<file path="config.mk">
export PLATFORM = sky130hd
export DESIGN_NAME = qspi_seq_reader
export DESIGN_NICKNAME = d
export VERILOG_FILES = /design/src/rtl/qsr_pkg.sv /design/src/rtl/qsr_rx_fifo.sv /design/src/rtl/qsr_datapath.sv /design/src/rtl/qsr_ctrl.sv /design/src/rtl/qspi_seq_reader.sv
export SDC_FILE = /design/constraint.sdc
export NUM_CORES = 1
export LEC_CHECK = 0
export ABC_CLOCK_PERIOD_IN_PS = 5700
export BUFFER_PORTS_ARGS = -buffer_cell sky130_fd_sc_hd__buf_2
export CAP_MARGIN = 40
export CORE_AREA = 5 5 227 229
export DETAILED_ROUTE_END_ITERATION = 7
export DIE_AREA = 0 0 232 234
export HOLD_SLACK_MARGIN = 0.1
export SLEW_MARGIN = 0
export SYNTH_ARGS = -nofsm -noshare
export SYNTH_HDL_FRONTEND = slang
export SYNTH_SLANG_ARGS = --single-unit
</file>
<file path="constraint.sdc">
create_clock -name clk -period 5.7 [get_ports clk]
set_clock_uncertainty 0.05 [all_clocks]
set_input_delay 0.285 -clock clk [delete_from_list [all_inputs] [get_ports clk]]
set_output_delay 0.285 -clock clk [all_outputs]
set_load 0.02 [all_outputs]
</file>
<file path="src/rtl/qsr_pkg.sv">
package qsr_pkg;

  localparam logic [5:0] OPC_STOP  = 6'd0;
  localparam logic [5:0] OPC_CMD   = 6'd1;
  localparam logic [5:0] OPC_ADDR  = 6'd2;
  localparam logic [5:0] OPC_READ  = 6'd9;
  localparam logic [5:0] OPC_DUMMY = 6'd12;

  typedef enum logic [2:0] {
    ST_IDLE,
    ST_FETCH,
    ST_LOW,
    ST_HIGH,
    ST_FINISH
  } seqState_e;

  // strobes from control to datapath
  typedef struct packed {
    logic latch;     // take a new address
    logic loadOp;    // load opcode byte into the tx shifter
    logic loadAddr;  // load address into the tx shifter
    logic shift;     // advance tx shifter by one bus clock
    logic capture;   // sample ioIn into the rx shifter
    logic push;      // this capture completes a byte
    logic quad;      // current instruction uses four lines
    logic drive;     // enable outputs
  } dpStrobe_t;

endpackage

</file>
<file path="src/rtl/qsr_rx_fifo.sv">
module qsr_rx_fifo #(
  parameter int DEPTH = 8,
  parameter int WIDTH = 8
) (
  input  logic                       clk,
  input  logic                       rstN,
  input  logic                       clr,
  input  logic                       push,
  input  logic [WIDTH-1:0]           pushData,
  input  logic                       pop,
  output logic [WIDTH-1:0]           headData,
  output logic                       empty,
  output logic [$clog2(DEPTH):0]     level
);
  localparam int AW = $clog2(DEPTH);

  logic [WIDTH-1:0] mem [DEPTH];
  logic [AW:0]      wrPtr, rdPtr;
  logic             full;

  assign level    = wrPtr - rdPtr;
  assign empty    = (level == '0);
  assign full     = (level == (AW+1)'(DEPTH));
  assign headData = mem[rdPtr[AW-1:0]];

  always_ff @(posedge clk or negedge rstN) begin
    if (!rstN) begin
      wrPtr <= '0;
      rdPtr <= '0;
    end else if (clr) begin
      wrPtr <= '0;
      rdPtr <= '0;
    end else begin
      if (push && !full) wrPtr <= wrPtr + 1'b1;
      if (pop && !empty) rdPtr <= rdPtr + 1'b1;
    end
  end

  always_ff @(posedge clk) begin
    if (push && !full && !clr) mem[wrPtr[AW-1:0]] <= pushData;
  end

  assert_clr_empties_R8: assert property (@(posedge clk) disable iff (!rstN)
    clr |=> empty);

  assert_level_bound_R8: assert property (@(posedge clk) disable iff (!rstN)
    level <= (AW+1)'(DEPTH));

endmodule

</file>
<file path="src/rtl/qsr_datapath.sv">
module qsr_datapath
  import qsr_pkg::*;
#(
  parameter int ADDR_W = 24
) (
  input  logic              clk,
  input  logic              rstN,
  input  dpStrobe_t         strb,
  input  logic [7:0]        operand,
  input  logic [ADDR_W-1:0] cmdAddr,
  input  logic [3:0]        ioIn,
  output logic [3:0]        ioOut,
  output logic [3:0]        ioOe,
  output logic              pushEn,
  output logic [7:0]        pushData
);
  localparam int TX_W = ADDR_W + 8;

  logic [ADDR_W-1:0] addrReg;
  logic [TX_W-1:0]   txSh;
  logic [7:0]        rxSh, rxNext;

  always_ff @(posedge clk or negedge rstN) begin
    if (!rstN) addrReg <= '0;
    else if (strb.latch) addrReg <= cmdAddr;
  end

  // the address is always reloaded from addrReg; no leftover bits survive
  always_ff @(posedge clk or negedge rstN) begin
    if (!rstN) txSh <= '0;
    else if (strb.loadOp) txSh <= {operand, {ADDR_W{1'b0}}};
    else if (strb.loadAddr) txSh <= {addrReg, 8'h00};
    else if (strb.shift) txSh <= strb.quad ? {txSh[TX_W-5:0], 4'h0}
                                           : {txSh[TX_W-2:0], 1'b0};
  end

  assign ioOut = strb.quad ? txSh[TX_W-1 -: 4] : {3'b000, txSh[TX_W-1]};

  for (genvar g = 0; g < 4; g++) begin : g_lane
    if (g == 0) begin : g_base
      assign ioOe[g] = strb.drive;
    end else begin : g_wide
      assign ioOe[g] = strb.drive && strb.quad;
    end
  end

  assign rxNext = strb.quad ? {rxSh[3:0], ioIn} : {rxSh[6:0], ioIn[1]};

  always_ff @(posedge clk or negedge rstN) begin
    if (!rstN) rxSh <= '0;
    else if (strb.capture) rxSh <= rxNext;
  end

  assign pushEn   = strb.capture && strb.push;
  assign pushData = rxNext;

  assert_addr_fresh_R5: assert property (@(posedge clk) disable iff (!rstN)
    strb.loadAddr |=> (txSh[TX_W-1 -: ADDR_W] == addrReg));

endmodule

</file>
<file path="src/rtl/qsr_ctrl.sv">
module qsr_ctrl
  import qsr_pkg::*;
#(
  parameter int NUM_SEQ       = 4,
  parameter int INSTR_PER_SEQ = 4,   // power of two
  parameter int LEN_W         = 8
) (
  input  logic                          clk,
  input  logic                          rstN,
  input  logic                          lutWe,
  input  logic [$clog2(NUM_SEQ*INSTR_PER_SEQ/2)-1:0] lutAddr,
  input  logic [31:0]                   lutWdata,
  input  logic                          trigger,
  input  logic [$clog2(NUM_SEQ)-1:0]    cmdSeq,
  input  logic [LEN_W-1:0]              cmdLen,
  input  logic                          doneClr,
  input  logic                          errClr,
  output dpStrobe_t                     strb,
  output logic [7:0]                    operand,
  output logic                          sck,
  output logic                          csN,
  output logic                          doneFlag,
  output logic                          errFlag
);
  localparam int SEQ_W  = $clog2(NUM_SEQ);
  localparam int PTR_W  = $clog2(INSTR_PER_SEQ);
  localparam int LUT_N  = NUM_SEQ * INSTR_PER_SEQ;
  localparam int LUT_AW = $clog2(LUT_N / 2);
  localparam int CNT_W  = LEN_W + 4;
  localparam logic [PTR_W:0] PTR_END = (PTR_W+1)'(INSTR_PER_SEQ);

  logic [15:0]       lut [LUT_N];
  seqState_e         state;
  logic [SEQ_W-1:0]  seqReg;
  logic [LEN_W-1:0]  lenReg;
  logic [PTR_W:0]    ptr;
  logic [5:0]        curOp;
  logic              curQuad;
  logic [CNT_W-1:0]  clkLeft;
  logic [2:0]        subCnt;
  logic [LEN_W-1:0]  bytesDone;

  logic [15:0]       instr;
  logic [5:0]        opc;
  logic              padQuad;
  logic              slotValid;
  logic              opKnown;
  logic [CNT_W-1:0]  fetchClocks;
  logic              errSet;
  logic              isShiftOp;

  // table write: two instructions per word, lower half first
  always_ff @(posedge clk or negedge rstN) begin
    if (!rstN) begin
      for (int i = 0; i < LUT_N; i++) lut[i] <= '0;
    end else if (lutWe) begin
      for (int i = 0; i < LUT_N; i++) begin
        if (lutAddr == LUT_AW'(i / 2))
          lut[i] <= (i % 2 == 1) ? lutWdata[31:16] : lutWdata[15:0];
      end
    end
  end

  // decode of the instruction under the pointer
  assign instr     = lut[{seqReg, ptr[PTR_W-1:0]}];
  assign opc       = instr[15:10];
  assign padQuad   = instr[9];
  assign operand   = instr[7:0];
  assign slotValid = (ptr != PTR_END);
  assign opKnown   = (opc == OPC_STOP) || (opc == OPC_CMD) || (opc == OPC_ADDR) ||
                     (opc == OPC_DUMMY) || (opc == OPC_READ);

  always_comb begin
    fetchClocks = '0;
    case (opc)
      OPC_CMD:   fetchClocks = padQuad ? CNT_W'(2) : CNT_W'(8);
      OPC_ADDR:  fetchClocks = padQuad ? CNT_W'(operand >> 2) : CNT_W'(operand);
      OPC_DUMMY: fetchClocks = CNT_W'(operand);
      OPC_READ:  fetchClocks = padQuad ? CNT_W'({lenReg, 1'b0}) : CNT_W'({lenReg, 3'b000});
      default:   fetchClocks = '0;
    endcase
  end

  assign isShiftOp = (curOp == OPC_CMD) || (curOp == OPC_ADDR);

  always_comb begin
    strb          = '0;
    strb.latch    = (state == ST_IDLE) && trigger;
    strb.loadOp   = (state == ST_FETCH) && slotValid && (opc == OPC_CMD);
    strb.loadAddr = (state == ST_FETCH) && slotValid && (opc == OPC_ADDR);
    strb.shift    = (state == ST_HIGH) && isShiftOp;
    strb.capture  = (state == ST_HIGH) && (curOp == OPC_READ);
    strb.push     = strb.capture && (curQuad ? subCnt[0] : (subCnt == 3'd7));
    strb.quad     = curQuad;
    strb.drive    = ((state == ST_LOW) || (state == ST_HIGH)) && isShiftOp;
  end

  assign errSet = (trigger && (state != ST_IDLE)) ||
                  ((state == ST_FETCH) && slotValid && !opKnown);

  always_ff @(posedge clk or negedge rstN) begin
    if (!rstN) begin
      state   <= ST_IDLE;
      seqReg  <= '0;
      lenReg  <= '0;
      ptr     <= '0;
      curOp   <= OPC_STOP;
      curQuad <= 1'b0;
      clkLeft <= '0;
      subCnt  <= '0;
    end else begin
      case (state)
        ST_IDLE: if (trigger) begin
          seqReg <= cmdSeq;
          lenReg <= cmdLen;
          ptr    <= '0;
          state  <= ST_FETCH;
        end
        ST_FETCH: begin
          subCnt <= '0;
          if (!slotValid || (opc == OPC_STOP) || !opKnown) begin
            curOp <= OPC_STOP;
            state <= ST_FINISH;
          end else begin
            ptr     <= ptr + 1'b1;
            curOp   <= opc;
            curQuad <= padQuad;
            clkLeft <= fetchClocks;
            if (fetchClocks != '0) state <= ST_LOW;
          end
        end
        ST_LOW: state <= ST_HIGH;
        ST_HIGH: begin
          clkLeft <= clkLeft - 1'b1;
          subCnt  <= strb.push ? 3'd0 : subCnt + 3'd1;
          if (clkLeft == CNT_W'(1)) begin
            curOp <= OPC_STOP;
            state <= ST_FETCH;
          end else begin
            state <= ST_LOW;
          end
        end
        ST_FINISH: state <= ST_IDLE;
        default:   state <= ST_IDLE;
      endcase
    end
  end

  always_ff @(posedge clk or negedge rstN) begin
    if (!rstN) begin
      doneFlag <= 1'b0;
      errFlag  <= 1'b0;
    end else begin
      if (state == ST_FINISH) doneFlag <= 1'b1;
      else if (doneClr)       doneFlag <= 1'b0;
      if (errSet)             errFlag  <= 1'b1;
      else if (errClr)        errFlag  <= 1'b0;
    end
  end

  always_ff @(posedge clk or negedge rstN) begin
    if (!rstN) bytesDone <= '0;
    else if (strb.latch) bytesDone <= '0;
    else if (strb.push) bytesDone <= bytesDone + 1'b1;
  end

  assign csN = !((state == ST_FETCH) || (state == ST_LOW) || (state == ST_HIGH));
  assign sck = (state == ST_HIGH);

  assert_len_bound_R6: assert property (@(posedge clk) disable iff (!rstN)
    strb.push |-> (bytesDone < lenReg));

  assert_done_wins_R7: assert property (@(posedge clk) disable iff (!rstN)
    (state == ST_FINISH) |=> doneFlag);

  assert_busy_trigger_R9: assert property (@(posedge clk) disable iff (!rstN)
    (trigger && !csN) |=> (errFlag && $stable(seqReg)));

  assert_sck_in_cs_R10: assert property (@(posedge clk) disable iff (!rstN)
    sck |-> !csN);

  assert_no_idle_start_R4: assert property (@(posedge clk) disable iff (!rstN)
    (csN && !trigger && state != ST_FINISH) |=> csN);

endmodule

</file>
<file path="src/rtl/qspi_seq_reader.sv">
module qspi_seq_reader
  import qsr_pkg::*;
#(
  parameter int ADDR_W        = 24,
  parameter int LEN_W         = 8,
  parameter int NUM_SEQ       = 4,
  parameter int INSTR_PER_SEQ = 4,
  parameter int FIFO_DEPTH    = 8,
  localparam int SEQ_W        = $clog2(NUM_SEQ),
  localparam int LUT_AW       = $clog2(NUM_SEQ*INSTR_PER_SEQ/2),
  localparam int LVL_W        = $clog2(FIFO_DEPTH) + 1
) (
  input  logic              clk,
  input  logic              rstN,
  input  logic              lutWe,
  input  logic [LUT_AW-1:0] lutAddr,
  input  logic [31:0]       lutWdata,
  input  logic [ADDR_W-1:0] cmdAddr,
  input  logic [LEN_W-1:0]  cmdLen,
  input  logic [SEQ_W-1:0]  cmdSeq,
  input  logic              trigger,
  input  logic              rxClr,
  input  logic              rxPop,
  output logic [7:0]        rxData,
  output logic              rxEmpty,
  output logic [LVL_W-1:0]  rxLevel,
  input  logic              doneClr,
  input  logic              errClr,
  output logic              doneFlag,
  output logic              errFlag,
  output logic              sck,
  output logic              csN,
  output logic [3:0]        ioOut,
  output logic [3:0]        ioOe,
  input  logic [3:0]        ioIn
);
  dpStrobe_t  strb;
  logic [7:0] operand;
  logic       pushEn;
  logic [7:0] pushData;

  qsr_ctrl #(
    .NUM_SEQ(NUM_SEQ), .INSTR_PER_SEQ(INSTR_PER_SEQ), .LEN_W(LEN_W)
  ) u_ctrl (
    .clk(clk), .rstN(rstN), .lutWe(lutWe), .lutAddr(lutAddr), .lutWdata(lutWdata),
    .trigger(trigger), .cmdSeq(cmdSeq), .cmdLen(cmdLen), .doneClr(doneClr),
    .errClr(errClr), .strb(strb), .operand(operand), .sck(sck), .csN(csN),
    .doneFlag(doneFlag), .errFlag(errFlag)
  );

  qsr_datapath #(.ADDR_W(ADDR_W)) u_dp (
    .clk(clk), .rstN(rstN), .strb(strb), .operand(operand), .cmdAddr(cmdAddr),
    .ioIn(ioIn), .ioOut(ioOut), .ioOe(ioOe), .pushEn(pushEn), .pushData(pushData)
  );

  qsr_rx_fifo #(.DEPTH(FIFO_DEPTH), .WIDTH(8)) u_fifo (
    .clk(clk), .rstN(rstN), .clr(rxClr), .push(pushEn), .pushData(pushData),
    .pop(rxPop), .headData(rxData), .empty(rxEmpty), .level(rxLevel)
  );

endmodule

</file>
==> results of run 1 <==
==> routing by layer <==
layer | wire length [microns] | global-route usage, %
met1 | 19840 | 22.69
met2 | 20980 | 26.47
met3 | 1733 | 2.640
met4 | 831 | 4.081
met5 | 0 | 0
==> area by class of cell <==
class                      instances  area share, %
antenna                            1        0.01111
clock buffer                      69          5.857
clock inverter                    16         0.8668
inverter                          21         0.3501
multi-input combinational        886          35.26
sequential                       407          46.69
tap                              672          3.734
timing repair buffer             211          7.229
==> per-stage QoR <==
| step | total power [W] | setup WS [ns] |
|---|---|---|
| 6_report | 0.01014 | 1.633 |
| 5_1_grt | 0.01075 | 1.386 |
| 4_1_cts | 0.01027 | 1.683 |
| 3_5_place_dp | 0.007170 | 1.864 |
| 3_3_place_gp | 0.007022 | 1.678 |
| 2_1_floorplan | 0.006203 | 2.256 |
==> power groups by stage <==
stage	registers (W)	clock network [W]	logic, W
finish	0.00404	0.00297	0.00313
global route	0.00413	0.00317	0.00345
CTS	0.00404	0.00306	0.00317
detailed placement	0.00409	0	0.00308
global placement	0.00416	0	0.00286
floorplan	0.00387	0	0.00233
==> cell usage in the layout (no fill, tap or decap), drive strengths merged, types with 5 or more instances in the layout <==
cell type    count
o22a             6
clkbuf          69
xnor2            5
and2             9
mux4            81
xor2             6
a31oi           19
a211oi          15
inv             22
nand2b           6
and3             6
a211o            9
a221oi           5
mux2i           31
a22oi            7
nor2b           11
a31o            14
or3              6
nand2          178
nor3            17
nand4            9
o21ai           17
nand3           22
dlygate4sd3     78
edfxtp          64
a21oi           14
nor2            71
ha              11
clkinv          10
dfrtp          343
buf            133
mux2           264
==> timing repair <==
item,4_1_cts,5_1_grt
gates resized for setup,0,0
hold buffers,78,0
hold endpoints to repair,430,0
==> logic make-up after synthesis <==
kind of cell | count (synthesis)
DFF | 407
muxes | 376
and+or+nand+nor | 356
AOI/OAI and AO/OA | 131
buffers and inverters | 109
adders and majority gates | 12
xor gates and xnor gates | 11
==> registers in the layout, indices dropped and copies added, names as in the netlist <==
name,count
u_fifo.rdPtr,4
u_ctrl.lenReg,8
u_ctrl.curQuad,1
u_ctrl.state,3
u_fifo.wrPtr,4
u_fifo.mem,64
u_ctrl.seqReg,2
u_ctrl.curOp,6
u_dp.rxSh,7
u_ctrl.clkLeft,12
u_ctrl.doneFlag,1
u_dp.txSh,24
u_ctrl.errFlag,1
u_ctrl.lut,240
u_ctrl.ptr,3
u_ctrl.subCnt,3
u_dp.addrReg,24
==> worst max-delay path, cell delays in order, from the launching register on <==
cell and delay, ns:
dfrtp_2 0.78, buf_4 0.50, nor2b_1 0.30, a22oi_1 0.10, and3_1 0.35, or3_1 0.43, nand2_1 0.10, a31oi_1 0.04
o21ai_0 0.48, o221ai_1 0.21, dlygate4sd3_1 0.60
==> final timing paths <==
kind / cells past startpoint / end
min in group asynchronous: 2 / u_ctrl.lut[233]$_DFFE_PN0P_
worst min-delay path: 4 / u_ctrl.lenReg[5]$_DFFE_PN0P_
worst max register to register: 10 / u_ctrl.errFlag$_DFFE_PN0P_
worst max-delay path: 10 / u_ctrl.errFlag$_DFFE_PN0P_
worst min register to register: 2 / u_ctrl.curOp[2]$_DFFE_PN0P_
max in group asynchronous: 3 / u_ctrl.ptr[0]$_DFFE_PN0P_
==> qor.yml, run 1 <==
synth_area_leaders: "dfrtp_1 45%, mux2_2 16%, edfxtp_1 10%"
period_minus_slack_ns: 4.067
cts.root.buffer_cell: "clkbuf_16"
combPwrFrac_pct: 30.9
yosysTopAreaCell: "dfrtp_1"
p_int_w: 0.006853
synth_edf_count: 64
worstHoldStart: "trigger"
worst_pin_slew_ns: 1.021
synth_top_family_by_area: "multiplexers"
netlist_area_sq_um: 18880
stdcell_area_sq_um: 22520
period_share_pct: 71.35
tns_ns: 0
cts_tree: "yes"
core_sq_um: 49450
dr_total_vias: 11870
yosysUniqueCellTypes: 64
power_density_nw_per_um2: 450.5
grt_pass1_vias: 12580
ys_ff_latch: 407
dr.pass1.iters: 5
finalMaxSlewViolations: 0
synth-xor-area-share_pct: 0.5103
ys.flop_type: "dfrtp_1"
rrSetupSlack_ns: 1.63
final_cell_count_no_fill: 2283
cp_data_arrival_time_ns: 4.46
htree_levels: 2
drv_cap: 0
fmax_mhz: 245.9
start_kind: "register"
placedInstanceArea_sq_um: 20220
finalSetupViolations: 0
hold_violations: 0
drtIter0Drc: 734
synth-simple-area-share_pct: 8.437
die_h_microns: 234
criticalPathCategory: "reg2reg"
avgViaCountPerCell: 5.201
p_sw_share_pct: 32.44
synth_adder_area_share_pct: 0.8351
drc_errors: 0
nNetsFinal: 1666
crit_required_ns: 6.09
clk_transition_reported_paths_ns: 0.06
fillerInstances: 4519
final_util_pct: 45.53
ys_seq_area_share_pct: 55.65
grtUsageTotal_pct: 16.15
cts_buffers: 46
synthMuxAreaShare_pct: 27.05
rsz0062_at_grt: "false"
synthToLayoutAreaGrowth_pct: 19.28
hold_path_class: "in2reg"
drive_gt1_share_pct: 35.71
p_clk_share_pct: 29.3
peakVddDrop_mv: 0.2251
grt-ovfl-total: 0
ant_nets: 0
yosysMostFrequentCell: "dfrtp_1"
clkLatencyLatePin_ns: 0.57
grt_start_max_net_pins: 135
wl_per_cell_microns: 19.01
switchingPower_w: 0.003291
multi_input_area_sq_um: 7940
yosysTopAreaCellShare_pct: 45.47
dp_cells: 2119
syn_inst: 1402
clkSinkCount: 407
p_seq_share_pct: 39.9
endpoint_kind: "register"
dpl.hpwl_microns: 27480
ios: 106
critPathMaxFanout: 29
clock_path_buffers: 3
drt_wl_total_microns: 43390
start_util_pct: 38.17
post-cts-setup-buffers: 0
portBuffers: 103
r2r_start: "u_ctrl.ptr[1]$_DFFE_PN0P_"
gp_congestion: 0.7908
cp-startpoint: "u_ctrl.ptr[1]$_DFFE_PN0P_"
synth.cells.most_frequent: "343 x dfrtp_1, 264 x mux2_2, 178 x nand2_1"
rows: 82
ys.warnings.count: 0
die_w_microns: 232
syn_nets: 1495
antenna_found_initial: 1
syn_area_per_cell_sq_um: 13.47
grt_pass1_wl_microns: 70390
outcome: "finished clean"
leakagePower_nw: 9.365
max_slew_margin_pct: 31.92
regArea_sq_um: 10510
die-area_sq_um: 54290
synth_compound_area_share_pct: 5.057
holdWs_ns: 0.1335
synthArstFlopShare_pct: 84.28
Power figures use the tool's default switching activity.
==> run 2, diff against run 1 <==
Settings changed: ABC_AREA from default to 1, ABC_CLOCK_PERIOD_IN_PS 5700 to 4100, CORE_AREA 5 5 227 229 to 5 5 229 231, DIE_AREA 0 0 232 234 to 0 0 234 236.
Clock period 5.7 ns to 4.1 ns, I/O delays scaled along.
==> qor.yml, run 2 <==
grt_start_max_net_pins: 105  # -22%
gp_congestion: 0.8387  # +6.1%
ys.warnings.count: 0  # unchanged
cts_tree: "yes"
rows: 82  # unchanged
max_slew_margin_pct: 41.08  # +9.2 points
die-area_sq_um: 55220  # +1.7%
pre_cts_ws_ns: 0.7107  # -1.153 ns
synth_area_leaders: "dfrtp_1 44%, nand2_1 13%, o21ai_0 10%"
dr_total_vias: 16240  # +37%
largest_reg_flops: 240  # unchanged
p_sw_share_pct: 39.04  # +6.6 points
cts_buffers: 46  # unchanged
drv_cap: 0  # unchanged
p_clk_share_pct: 27.2  # -2.1 points
synth_edf_count: 64  # unchanged
slowest_delay_ns: 0.58  # -0.20 ns
crit_slowest_cell: "buf_4"
outcome: "finished clean"
antenna_found_initial: 0  # -1
yosysUniqueCellTypes: 39  # -39%
period_minus_slack_ns: 3.387  # -0.6797 ns
holdWs_ns: 0.1849  # +0.05140 ns
portBuffers: 103  # unchanged
worst_pin_slew_ns: 0.8838  # -0.1374 ns
critPathMaxFanout: 70  # +140%
post-cts-setup-buffers: 0  # unchanged
finalMaxSlewViolations: 0  # unchanged
wl_per_cell_microns: 15.80  # -17%
path_buf_inv: 3  # +1
syn_inst: 2386  # +70%
antenna_cells: 0  # -1
combPwrFrac_pct: 37.1  # +6.2 points
cts-resized-gates: 0  # unchanged
die_w_microns: 234  # +0.86%
switchingPower_w: 0.005870  # +78%
leakagePower_nw: 10.81  # +15%
nNetsFinal: 2613  # +57%
clock_path_buffers: 3  # unchanged
ys_seq_area_share_pct: 54.20  # -1.4 points
grt-ovfl-total: 0  # unchanged
drtIter0Drc: 1398  # +90%
clkLatencyLatePin_ns: 0.57  # about the same
drc_errors: 0  # unchanged
p_seq_share_pct: 35.7  # -4.2 points
crit_family: "simple AND/OR/NAND/NOR gates"
start_kind: "register"
htree_levels: 2  # unchanged
synth.cells.most_frequent: "659 x nand2_1, 405 x o21ai_0, 343 x dfrtp_1"
crit_required_ns: 4.51  # -1.58 ns
drive_gt1_share_pct: 10.14  # -26 points
die_h_microns: 236  # +0.85%
syn_area_per_cell_sq_um: 8.123  # -40%
hold_violations: 0  # unchanged
avgViaCountPerCell: 5.033  # -3.2%
reg2regPathDepth: 16  # +6
start_util_pct: 38.87  # +0.70 points
criticalPathCategory: "reg2reg"
final_cell_mix: "653 x nand2_1, 405 x o21ai_0, 340 x dfrtp_1"
syn_nets: 2479  # +66%
grt_pass1_wl_microns: 84080  # +19%
final_common_cell: "nand2_1"
peakVddDrop_mv: 0.3652  # +62%
stdcell_area_sq_um: 22930  # +1.8%
placedInstanceArea_sq_um: 20670  # +2.2%
core_sq_um: 49860  # +0.83%
cp_data_arrival_time_ns: 3.79  # -0.67 ns
netlist_area_sq_um: 19380  # +2.7%
yosysTopAreaCellShare_pct: 44.28  # -1.2 points
clk_transition_reported_paths_ns: 0.06  # about the same
synthArstFlopShare_pct: 84.28  # unchanged
cts.root.buffer_cell: "clkbuf_16"
power_density_nw_per_um2: 655.8  # +46%
regMostFlops: "u_ctrl.lut"
hold_path_depth: 5  # +1
setup_slack_ns: 0.7127  # -0.9203 ns
tns_ns: 0  # unchanged
ys_ff_latch: 407  # unchanged
rsz0062_at_grt: "false"
dr.pass1.iters: 6  # +1
yosysTopAreaCell: "dfrtp_1"
period_share_pct: 82.62  # +11 points
fillerInstances: 4950  # +9.5%
ant_nets: 0  # unchanged
cp_cell_sequence: "buf_4 -> nand2_1 -> nand3_1 -> nand3_1 -> nand3_1 -> nand2_1 -> nor2_4 -> nand3_1 -> nand2_1 -> nor2_1 -> inv_2 -> nand2_2 -> a21oi_4 -> inv_2 -> nand2_1 -> nand2_1"
drt_wl_total_microns: 50970  # +17%
ys.flop_type: "dfrtp_1"
finalSetupViolations: 0  # unchanged
ios: 106  # unchanged
endpoint_kind: "register"
hold_path_class: "in2reg"
yosysMostFrequentCell: "nand2_1"
dpl.hpwl_microns: 31130  # +13%
synthToLayoutAreaGrowth_pct: 18.28
fmax_mhz: 295.2  # +20%
p_int_w: 0.009165  # +34%
clkSinkCount: 407  # unchanged
crit_path_frequent_cell: "nand2_1"
grtUsageTotal_pct: 18.49  # +2.3 points
grt_pass1_vias: 16070  # +28%
cp_num_cells: 16  # +6
[run 2: cell count changes after synthesis, sizes merged, moves of 17 or more]
cell / delta
nand2: +486
nand3: +128
o211ai: +40
o21ai: +393
mux4: -81
nor2: +146
buf: +21
mux2: -264
a21oi: +17
inv: +208
mux2i: -31
o22ai: +26
clkbuf: +31
[run 2: metrics by stage]
stage               std cells  util (%)  power (W)
detailed placement       3070     41.46    0.01091
CTS                      3227     45.98    0.01516
global route             3227     45.98    0.01615
finish                   3227     45.98    0.01503
global placement         3056     41.08    0.01076
floorplan                2386         -   0.009312
[run 2: routing by layer]
metal  wire length (microns)  track usage [%]  part of all wire, %  vias to the layer above
met5                       0                0                    0                        -
met4                     913            4.681                  1.8                        0
met3                    2637            2.886                  5.2                       78
met2                   23790            30.49                   47                      380
met1                   23630            25.59                   46                     7763
li1                        -                -                    -                     8021
[run 2: final timing paths]
check / startpoint / to / slack, ns
setup reg to reg: u_ctrl.ptr[0]$_DFFE_PN0P_ / u_ctrl.clkLeft[7]$_DFFE_PN0P_ / 0.71
setup / recovery: u_ctrl.ptr[0]$_DFFE_PN0P_ / u_ctrl.clkLeft[7]$_DFFE_PN0P_ / 0.71
min in group asynchronous: rstN / u_fifo.rdPtr[1]$_DFFE_PN0P_ / 0.24
hold / removal: ioIn[0] / u_dp.rxSh[0]$_DFFE_PN0P_ / 0.18
max in group asynchronous: rstN / u_ctrl.lut[210]$_DFFE_PN0P_ / 2.72
hold reg to reg: u_dp.addrReg[14]$_DFFE_PN0P_ / u_dp.addrReg[14]$_DFFE_PN0P_ / 0.42
[run 2: power groups by stage]
stage               logic (W)  registers, W  clock network (W)
floorplan             0.00400       0.00531                  0
global placement      0.00531       0.00545                  0
detailed placement    0.00548       0.00543                  0
CTS                   0.00558       0.00537            0.00421
global route          0.00631       0.00546            0.00438
finish                0.00557       0.00537            0.00409
[run 2: cell type report]
type / instances / area [sq um] / share of cell area [%]
clock buffer: 73 / 1406 / 6.134
clock inverter: 10 / 103.9 / 0.4530
timing repair buffer: 226 / 1794 / 7.826
tap: 672 / 840.8 / 3.668
inverter: 230 / 864.6 / 3.771
multi-input combinational: 1609 / 7405 / 32.30
sequential: 407 / 10510 / 45.85
[run 2: timing repair]
action	4_1_cts	5_1_grt
hold buffers	74	0
setup endpoints to repair	0	0
endpoints found under the hold margin	390	0
[run 2: kinds of logic after synthesis]
family,share of synthesized area [%]
AO/OA/AOI/OAI,14.87
XOR/XNOR,0.4971
buffers and inverters,7.766
adder cells (fa/ha/maj),0.8134
AND/OR/NAND/NOR,21.85
flip-flops,54.20
[run 2: tightest hold or removal path, delay by kind of cell]
| family | cells | cell delay (ns) |
|---|---|---|
| AOI/OAI and AO/OA | 1 | 0.06 |
| and+or+nand+nor | 3 | 0.40 |
| buffers and inverters | 1 | 0.08 |
